[src/rtl/urg_rr_pkg.sv]
package urg_rr_pkg;
  localparam int unsigned NUM_TIERS = 3;
  localparam logic [1:0] MODE_URGENT = 2'd2;

  typedef enum logic [1:0] {
    TIER_URG  = 2'd0,
    TIER_HI   = 2'd1,
    TIER_NORM = 2'd2
  } tier_e;
endpackage

[src/rtl/urg_rr_eligible.sv]
module urg_rr_eligible
  import urg_rr_pkg::*;
#(
  parameter int unsigned N_PIPES = 4
) (
  input  logic [N_PIPES-1:0] req_i,
  input  logic [N_PIPES-1:0] hipri_i,
  input  logic [N_PIPES-1:0] urgent_i,
  input  logic [1:0]         mode_i,
  output logic [N_PIPES-1:0] cand_o,
  output tier_e              tier_o,
  output logic               any_o
);
  logic [N_PIPES-1:0] hi_set, urg_set;
  logic               urg_en;

  assign urg_en  = (mode_i == MODE_URGENT);
  assign hi_set  = req_i & hipri_i;
  // normal pipelines' urgency never reaches the urgent set
  assign urg_set = urg_en ? (hi_set & urgent_i) : '0;

  always_comb begin
    if (|urg_set) begin
      tier_o = TIER_URG;
      cand_o = urg_set;
    end else if (|hi_set) begin
      tier_o = TIER_HI;
      cand_o = hi_set;
    end else begin
      tier_o = TIER_NORM;
      cand_o = req_i;
    end
  end

  assign any_o = |req_i;
endmodule

[src/rtl/urg_rr_pick.sv]
module urg_rr_pick #(
  parameter int unsigned N_PIPES = 4,
  localparam int unsigned PTR_W = (N_PIPES > 1) ? $clog2(N_PIPES) : 1
) (
  input  logic [N_PIPES-1:0] cand_i,
  input  logic [PTR_W-1:0]   ptr_i,
  output logic [PTR_W-1:0]   idx_o,
  output logic [N_PIPES-1:0] onehot_o
);
  always_comb begin
    int pos;
    idx_o = '0;
    pos   = 0;
    // descending scan: the smallest offset from the pointer wins
    for (int k = N_PIPES - 1; k >= 0; k--) begin
      pos = int'(ptr_i) + k;
      if (pos >= int'(N_PIPES)) pos = pos - int'(N_PIPES);
      if (cand_i[pos]) idx_o = PTR_W'(pos);
    end
  end

  always_comb begin
    onehot_o = '0;
    if (|cand_i) onehot_o[idx_o] = 1'b1;
  end
endmodule

[src/rtl/urg_rr_ptr_bank.sv]
module urg_rr_ptr_bank
  import urg_rr_pkg::*;
#(
  parameter int unsigned N_PIPES = 4,
  localparam int unsigned PTR_W = (N_PIPES > 1) ? $clog2(N_PIPES) : 1
) (
  input  logic             clk_i,
  input  logic             rst_ni,
  input  logic             upd_i,
  input  tier_e            tier_i,
  input  logic [PTR_W-1:0] idx_i,
  output logic [NUM_TIERS-1:0][PTR_W-1:0] ptrs_o
);
  logic [PTR_W-1:0] nxt_ptr;

  assign nxt_ptr = (idx_i == PTR_W'(N_PIPES - 1)) ? '0 : idx_i + 1'b1;

  for (genvar t = 0; t < NUM_TIERS; t++) begin : g_tier
    always_ff @(posedge clk_i or negedge rst_ni) begin
      if (!rst_ni) begin
        ptrs_o[t] <= '0;
      end else if (upd_i && (int'(tier_i) == t)) begin
        ptrs_o[t] <= nxt_ptr;
      end
    end
  end
endmodule

[src/rtl/urg_rr_arb.sv]
module urg_rr_arb
  import urg_rr_pkg::*;
#(
  parameter int unsigned N_PIPES = 4,
  localparam int unsigned PTR_W = (N_PIPES > 1) ? $clog2(N_PIPES) : 1
) (
  input  logic               clk_i,
  input  logic               rst_ni,
  input  logic [N_PIPES-1:0] req_i,
  input  logic [N_PIPES-1:0] hipri_i,
  input  logic [N_PIPES-1:0] urgent_i,
  input  logic [1:0]         mode_i,
  input  logic               advance_i,
  output logic [N_PIPES-1:0] grant_o,
  output logic               valid_o
);
  logic [N_PIPES-1:0]              cand, pick_oh;
  tier_e                           tier;
  logic                            any_req;
  logic [NUM_TIERS-1:0][PTR_W-1:0] ptrs;
  logic [PTR_W-1:0]                pick_idx;

  urg_rr_eligible #(.N_PIPES(N_PIPES)) u_elig (
    .req_i    (req_i),
    .hipri_i  (hipri_i),
    .urgent_i (urgent_i),
    .mode_i   (mode_i),
    .cand_o   (cand),
    .tier_o   (tier),
    .any_o    (any_req)
  );

  urg_rr_pick #(.N_PIPES(N_PIPES)) u_pick (
    .cand_i   (cand),
    .ptr_i    (ptrs[tier]),
    .idx_o    (pick_idx),
    .onehot_o (pick_oh)
  );

  urg_rr_ptr_bank #(.N_PIPES(N_PIPES)) u_ptrs (
    .clk_i  (clk_i),
    .rst_ni (rst_ni),
    .upd_i  (advance_i & any_req),
    .tier_i (tier),
    .idx_i  (pick_idx),
    .ptrs_o (ptrs)
  );

  always_ff @(posedge clk_i or negedge rst_ni) begin
    if (!rst_ni) begin
      grant_o <= '0;
      valid_o <= 1'b0;
    end else if (advance_i) begin
      grant_o <= any_req ? pick_oh : '0;
      valid_o <= any_req;
    end
  end
endmodule

[config.mk]
export PLATFORM = sky130hd
export DESIGN_NAME = urg_rr_arb
export DESIGN_NICKNAME = d
export VERILOG_FILES = /design/src/rtl/urg_rr_pkg.sv /design/src/rtl/urg_rr_eligible.sv /design/src/rtl/urg_rr_pick.sv /design/src/rtl/urg_rr_ptr_bank.sv /design/src/rtl/urg_rr_arb.sv
export SDC_FILE = /design/constraint.sdc
export NUM_CORES = 1
export LEC_CHECK = 0
export ABC_AREA = 1
export CAP_MARGIN = 10
export CORE_MARGIN = 2
export CORE_UTILIZATION = 45
export DETAILED_ROUTE_END_ITERATION = 10
export DONT_BUFFER_PORTS = 1
export PLACE_DENSITY = 0.71
export SLEW_MARGIN = 5
export SYNTH_ARGS = -nofsm -noshare
export SYNTH_HDL_FRONTEND = slang
export SYNTH_SLANG_ARGS = --single-unit
[constraint.sdc]
create_clock -name clk_i -period 2 [get_ports clk_i]
set_clock_uncertainty 0.05 [all_clocks]
set_input_delay 0 -clock clk_i [delete_from_list [all_inputs] [get_ports clk_i]]
set_output_delay 0 -clock clk_i [all_outputs]
set_load 0.01 [all_outputs]
==> results of run 1 <==
[cells by family after synthesis]
kind of cell	after synthesis
and+or+nand+nor	106
AOI/OAI and AO/OA	16
DFF	11
buffers and inverters	24
adders and majority gates	4
[metrics by stage]
stage               hold slack (ns)    util  instance area [µm²]  setup slack, ns  std cells
global route                 0.1029  0.5768                 1264          -0.1800        199
global placement            -0.3453  0.4917                 1077          0.04480        189
finish                      0.07108  0.5768                 1264         -0.09386        199
detailed placement          -0.3453  0.4917                 1077        0.0005178        189
CTS                         0.08928  0.5214                 1142         -0.01412        196
floorplan                   -0.3456       -                 1042           0.1702        161
[cells in the mapped netlist]
master	n	area (µm²)
dfrtp_1	11	275.3
and2_1	1	6.260
nor2_2	3	18.77
nor4_1	1	6.260
inv_1	20	75.07
inv_2	4	15.01
o21ai_0	7	35.03
a22o_1	4	35.03
nand2_4	2	22.52
nand3_1	19	95.09
a21oi_1	3	15.01
o21bai_1	1	7.510
nand2_1	50	187.7
nor2_4	3	33.78
a21oi_4	1	16.27
nand2_2	11	68.82
ha_1	4	50.05
nand3_2	3	30.03
nor2_1	13	48.80
[final cells by class]
type / instances / area share
sequential: 11 / 0.2178
clock buffer: 3 / 0.01782
tap: 28 / 0.02772
clock inverter: 1 / 0.003960
inverter: 24 / 0.07327
multi-input combinational: 126 / 0.6198
timing repair buffer: 6 / 0.03960
[cell usage in the layout, fill, tap and decap left out, types with 2 or more instances in the layout]
master / netlist / layout
dfrtp_1: 11 / 11
nand3_1: 19 / 13
nor2_4: 3 / 3
nor2_1: 13 / 12
ha_2: 0 / 2
buf_4: 0 / 4
nand3_4: 0 / 2
nand2_2: 11 / 14
dlygate4sd3_1: 0 / 2
nand2_1: 50 / 43
o21ai_1: 0 / 2
inv_1: 20 / 18
inv_2: 4 / 5
clkbuf_4: 0 / 3
a22o_1: 4 / 4
nand2_4: 2 / 6
a21oi_1: 3 / 2
nor2_2: 3 / 4
nand3_2: 3 / 7
o21ai_0: 7 / 5
[registers in the layout, indices dropped and copies added, names as in the netlist]
signal and flops:
u_ptrs.ptrs_o 6, valid_o 1, grant_o 4
[worst max-delay path by stage]
stage	from	end	slack (ns)	depth (start not counted)
2_1_floorplan	u_ptrs.ptrs_o[4]$_DFFE_PN0P_	u_ptrs.ptrs_o[1]$_DFFE_PN0P_	0.17	13
3_3_place_gp	req_i[3]	u_ptrs.ptrs_o[1]$_DFFE_PN0P_	0.04	17
3_5_place_dp	u_ptrs.ptrs_o[4]$_DFFE_PN0P_	u_ptrs.ptrs_o[1]$_DFFE_PN0P_	0.0005	13
4_1_cts	u_ptrs.ptrs_o[4]$_DFFE_PN0P_	u_ptrs.ptrs_o[1]$_DFFE_PN0P_	-0.01	13
5_1_grt	u_ptrs.ptrs_o[4]$_DFFE_PN0P_	grant_o[2]$_DFFE_PN0P_	-0.18	14
6_report	u_ptrs.ptrs_o[4]$_DFFE_PN0P_	grant_o[2]$_DFFE_PN0P_	-0.09	14
[power by group through the flow]
stage                     registers, mW  logic [mW]  clock network [mW]
after global routing              0.397        1.20               0.162
after floorplan                   0.372       0.625                   0
after global placement            0.384       0.720                   0
after CTS                         0.381       0.795               0.152
final                             0.388        1.10               0.151
after detailed placement          0.386       0.742                   0
[timing repair]
item / in CTS / in global routing
pin swaps: 3 / 10
setup buffers: 1 / 3
hold endpoints to repair: 12 / 0
resized for setup: 2 / 27
setup endpoints to repair: 5 / 7
hold buffers: 2 / 0
[worst max-delay path: stages, from the launching register on]
cell and delay (ns):
dfrtp_1 0.39, nand2_2 0.08, inv_2 0.04, a21oi_4 0.20, nand2_4 0.14, nand2_4 0.11
nand3_4 0.07, nand2_2 0.09, nand3_4 0.08, nand2_2 0.09, nand2_4 0.06, nand2_4 0.09
inv_4 0.04, ha_2 0.19, a22o_1 0.23
[per-layer routing]
layer,up-vias,wire (µm)
met2,41,1228
li1,533,-
met1,485,1051
met3,6,165
met5,-,0
met4,0,53
==> out/summary.txt, run 1 <==
mux contribution to synthesized area: 0
# H-tree levels: 1
met2 Usage GRT: 0.3291
Die ar.: 2717 µm²
area of the mapped netlist: 1042 µm²
clock latency on the worst-skew pair: 0.27 ns
clk sinks: 11
Nets: 193
Final Max Tran Viols: 0
Final ANT Viol Nets: 0
Ys Warns: 0
1st-pass router iterations: 4
P_leak: 0.6840 nW
Switching Fraction: 0.4984
Comb power frac: 0.670
Synth Register Bits: 11
post-synthesis simple-gate area fraction: 0.4970
worst slew pin tran: 0.4794 ns
Max Fclk: 477.6 MHz
Peak VDD IR: 0.9353 mV
CP Launch Type: register
first-pass GRT wire length: 4064 µm
total grt overflow: 0
Synth Net Count: 182
initial antenna violation count: 0
Compound-Gate Fraction of Synth Area: 0.1044
Internal Power: 819.9 µW
worst r2r src: u_ptrs.ptrs_o[4]$_DFFE_PN0P_
grt peak-use layer: met2
Total Routing Usage GR: 0.1987
CP arrival: 2.19 ns
RR Endpoint: grant_o[2]$_DFFE_PN0P_
RSZ-0062 raised after global routing: true
layout cell share with drive strength beyond 1: 0.3216
status: finished with violations
CTS tree: done
wire per inst: 12.56 µm
GP Congestion: 0.9005
Vias/cell: 5.352
Synth Area in XOR/XNOR: 0
Clock Path Buffers: 2
vias in the first global route: 976
M3 GR Usage: 0.03736
Inserted Diodes: 0
Root Buffer: clkbuf_4
largest net degree at the start of global routing: 12
hold crit path type: primary input to async pin
Distinct cells, synth: 19
Initial Utilization: 0.4757
crit path max fanout: 6
Die H: 52.13 µm
r2r worst-path depth: 14
DRC viols: 0
Post-Route WL: 2500 µm
final setup fails: 3
power per standard cell area: 1294 nW/µm²
Design Power: 1.635 mW
Net Sw Power: 814.8 µW
Crit. End Element: register
worst setup margin: -0.09386 ns
Area Growth Syn to Fin: 21.25%
CTS buffer count: 3
sequential share of the synthesized area: 0.2641
core area: 2191 µm²
R2R Setup Slk: -0.09 ns
slew margin rel.: 0.6793
largest family of logic cells by synthesized area: simple AND/OR/NAND/NOR gates
DR iter-0 viols: 47
row cnt: 17
Register Area: 275.3 µm²
failing checks: negative setup slack
Clock Power Share: 0.092
setup TNS: -0.1279 ns
Crit Path Class: register to register
max-cap check violation count: 0
Fillers: 203
I/O Buffers: 0
Tmin final: 2.094 ns
Worst-path clk slew: 0.07 ns
met1 GRT Util: 0.2671
share of total power in sequential cells: 0.237
CP required: 2.09 ns
Mapped Avg Cell Area: 6.474 µm²
I/O pin count: 22
Die X: 52.13 µm
Synth Instances: 161
Post-Synth Adder-Cell Area: 0.04802
fin crit share: 1.047
final hold vios: 0
half-perimeter wire length after placement: 1782 µm
DR vias: 1065
area occupied by multi-input gates: 783.3 µm²
(Power assumes the default switching activity.)
==> run 2, diff against run 1 <==
Settings changed: ABC_AREA 1 to not set.
==> run 2 against run 1 <==
The flow still finishes with violations (negative setup slack). Cell count fell by 41%. Routed wire length fell by 27%. Synthesized area fell by 23%. Setup slack got worse by 0.086 ns. Worst hold slack improved by 0.0060 ns. Critical path depth fell by 6. Register-to-register slack got worse by 0.09 ns. Largest power group unchanged.
==> out/summary.txt, run 2 <==
Root Buffer: clkbuf_4
hold crit path type: primary input to async pin
Crit. End Element: register
CP arrival: 2.29 ns (+0.10 ns)
first-pass GRT wire length: 2994 µm (-26%)
row cnt: 15 (-2)
Nets: 115 (-40%)
Vias/cell: 6.008 (+12%)
Largest regs: u_ptrs.ptrs_o: 6 flops, grant_o: 4 flops, valid_o: 1 flops
Inserted Diodes: 0 (unchanged)
final setup fails: 6 (+3)
I/O Buffers: 0 (unchanged)
GP Congestion: 0.8159 (-9.4%)
sequential share of the synthesized area: 0.3427 (+0.07857)
core area: 1708 µm² (-22%)
CP max stage cell: dfrtp_1
Synth Net Count: 101 (-45%)
Total Routing Usage GR: 0.1971 (-0.001571)
commonest cells in the netlist: dfrtp_1, nand2_1, nand3_1
Area Growth Syn to Fin: 25.39%
RSZ-0062 raised after global routing: true
Distinct cells, synth: 37 (+18)
Ys Warns: 0 (unchanged)
Crit path depth: 8 (-6)
worst r2r src: u_ptrs.ptrs_o[1]$_DFFE_PN0P_
Die H: 46.25 µm (-11%)
Crit Path Class: register to register
area share of the largest cell type after synthesis: 0.3427 (+0.07857)
power per standard cell area: 838.9 nW/µm² (-35%)
fin crit share: 1.090 (+0.04279)
non-filler cells, final: 118 (-41%)
DRC viols: 0 (unchanged)
total grt overflow: 0 (unchanged)
R2R Setup Slk: -0.18 ns (-0.09 ns)
Final ANT Viol Nets: 0 (unchanged)
RR Endpoint: grant_o[0]$_DFFE_PN0P_
CP Launch Type: register
CP max stage delay: 0.37 ns (-0.02 ns)
largest net degree at the start of global routing: 12 (unchanged)
dpl cells: 112 (-41%)
Mapped Avg Cell Area: 10.04 µm² (+55%)
Critical path origin: u_ptrs.ptrs_o[1]$_DFFE_PN0P_
Max Fclk: 458.8 MHz (-3.9%)
worst setup margin: -0.1794 ns (-0.08558 ns)
initial antenna violation count: 0 (unchanged)
failing checks: negative setup slack
layout cell share with drive strength beyond 1: 0.3226 (+0.0009432)
Post-synth EDFFs: 0 (unchanged)
# H-tree levels: 1 (unchanged)
most common cell after layout, fill and taps aside: dfrtp_1
Post-Route WL: 1822 µm (-27%)
Clock Path Buffers: 2 (unchanged)
crit path max fanout: 5 (-1)
DR iter-0 viols: 23 (-51%)
slew margin rel.: 0.6475 (-0.03187)
1st-pass router iterations: 4 (unchanged)
Tmin final: 2.179 ns (+0.08558 ns)
Async SR Flop Fraction: 1.000 (unchanged)
Synth Register Bits: 11 (unchanged)
Synth Instances: 80 (-50%)
CTS tree: done
status: finished with violations
CTS buffer count: 3 (unchanged)
Die X: 46.25 µm (-11%)
setup TNS: -0.8849 ns (-0.7570 ns)
Die ar.: 2139 µm² (-21%)
I/O pin count: 22 (unchanged)
r2r worst-path depth: 8 (-6)
Top reg by flops: u_ptrs.ptrs_o
max-cap check violation count: 0 (unchanged)
clock latency on the worst-skew pair: 0.27 ns (about the same)
Peak VDD IR: 0.6219 mV (-34%)
top cells by area, synth: dfrtp_1, ha_1, a22o_1
crit path cell chain: or3b_4, a41oi_2, a211oi_4, a31oi_1, nor2_1, or3_1, ha_2, a22o_1
wire per inst: 15.44 µm (+23%)
Worst-path clk slew: 0.07 ns (about the same)
vias in the first global route: 697 (-29%)
clk sinks: 11 (unchanged)
Critical Path End: grant_o[0]$_DFFE_PN0P_
most numerous cell in the Yosys netlist: dfrtp_1
Largest register FFs: 6 (unchanged)
CP required: 2.11 ns (+0.02 ns)
DR vias: 709 (-33%)
half-perimeter wire length after placement: 1446 µm (-19%)
Worst Path Buf+Inv: 0 (-2)
P_leak: 0.4324 nW (-37%)
area of the mapped netlist: 803.3 µm² (-23%)
Final Max Tran Viols: 0 (unchanged)
Primary FF master, synth: dfrtp_1
Crit path max-delay family: simple AND/OR/NAND/NOR gates
Initial Utilization: 0.4703 (-0.005399)
worst slew pin tran: 0.5269 ns (+0.04744 ns)
Yosys top cell by area: dfrtp_1
final hold vios: 0 (unchanged)
most frequent cells in the layout: dfrtp_1, buf_4, nand2_1
## run 2: cell types whose count changed in the layout (fill, tap and decap cells not counted), sizes merged, moves of 3 or more
cell	delta
nand2	-57
inv	-20
nand3	-17
nor2	-17
and3	+5
buf	+3
mux2	+3
## run 2: cells by family (layout without fill, tap and decap cells)
family | after synthesis | after routing | share of synthesized area
AOI/OAI and AO/OA | 29 | 29 | 0.3240
buffers and inverters | 4 | 17 | 0.01869
adders and majority gates | 4 | 4 | 0.06231
and+or+nand+nor | 29 | 29 | 0.2103
DFF | 11 | 11 | 0.3427
muxes | 3 | 3 | 0.04205
## run 2: worst min-delay path by stage
stage / to / cells past startpoint
3_5_place_dp: grant_o[1]$_DFFE_PN0P_ / 0
4_1_cts: valid_o$_DFFE_PN0P_ / 1
3_3_place_gp: grant_o[1]$_DFFE_PN0P_ / 0
6_report: grant_o[1]$_DFFE_PN0P_ / 1
5_1_grt: grant_o[1]$_DFFE_PN0P_ / 1
2_1_floorplan: grant_o[0]$_DFFE_PN0P_ / 0
## run 2: cell type report
class / count / area, µm²
Multi-Input combinational cell: 65 / 586.8
Fill cell: 144 / 700.7
Tap cell: 25 / 31.28
Sequential cell: 11 / 275.3
Timing Repair Buffer: 9 / 72.57
Clock buffer: 4 / 26.28
Inverter: 4 / 15.01
## run 2: metrics by stage
stage | hold WS [ns] | instance area (µm²) | setup slack [ns] | total power [mW] | util
finish | 0.07709 | 1007 | -0.1794 | 0.8450 | 0.5897
global route | 0.1192 | 1007 | -0.2495 | 0.9045 | 0.5897
CTS | 0.08953 | 1018 | -0.1709 | 0.8651 | 0.5963
detailed placement | -0.3452 | 944.7 | -0.2660 | 0.6715 | 0.5531
global placement | -0.3453 | 944.7 | -0.2401 | 0.6653 | 0.5531
floorplan | -0.3456 | 860.8 | -0.1378 | 0.5925 | -
## run 2: per-layer routing
layer / global-route usage / wire, µm
met2: 0.3194 / 927
met3: 0.05882 / 68
met5: 0 / 0
met4: 0.03429 / 0
met1: 0.2615 / 825
## run 2: timing repair
item	CTS	global route
cloned	0	0
setup buffers	1	0
endpoints found under the setup margin	6	7
hold endpoints to repair	12	0
pin swaps	2	0
gates resized for setup	4	0
hold buffers	2	0
## run 2: report_power, final
group,switching (mW),internal (mW),leakage [nW]
Combinational,0.174,0.177,0.282
Clock,0.0749,0.0772,0.0150
Sequential,0.0485,0.293,0.136
Total,0.297,0.548,0.432
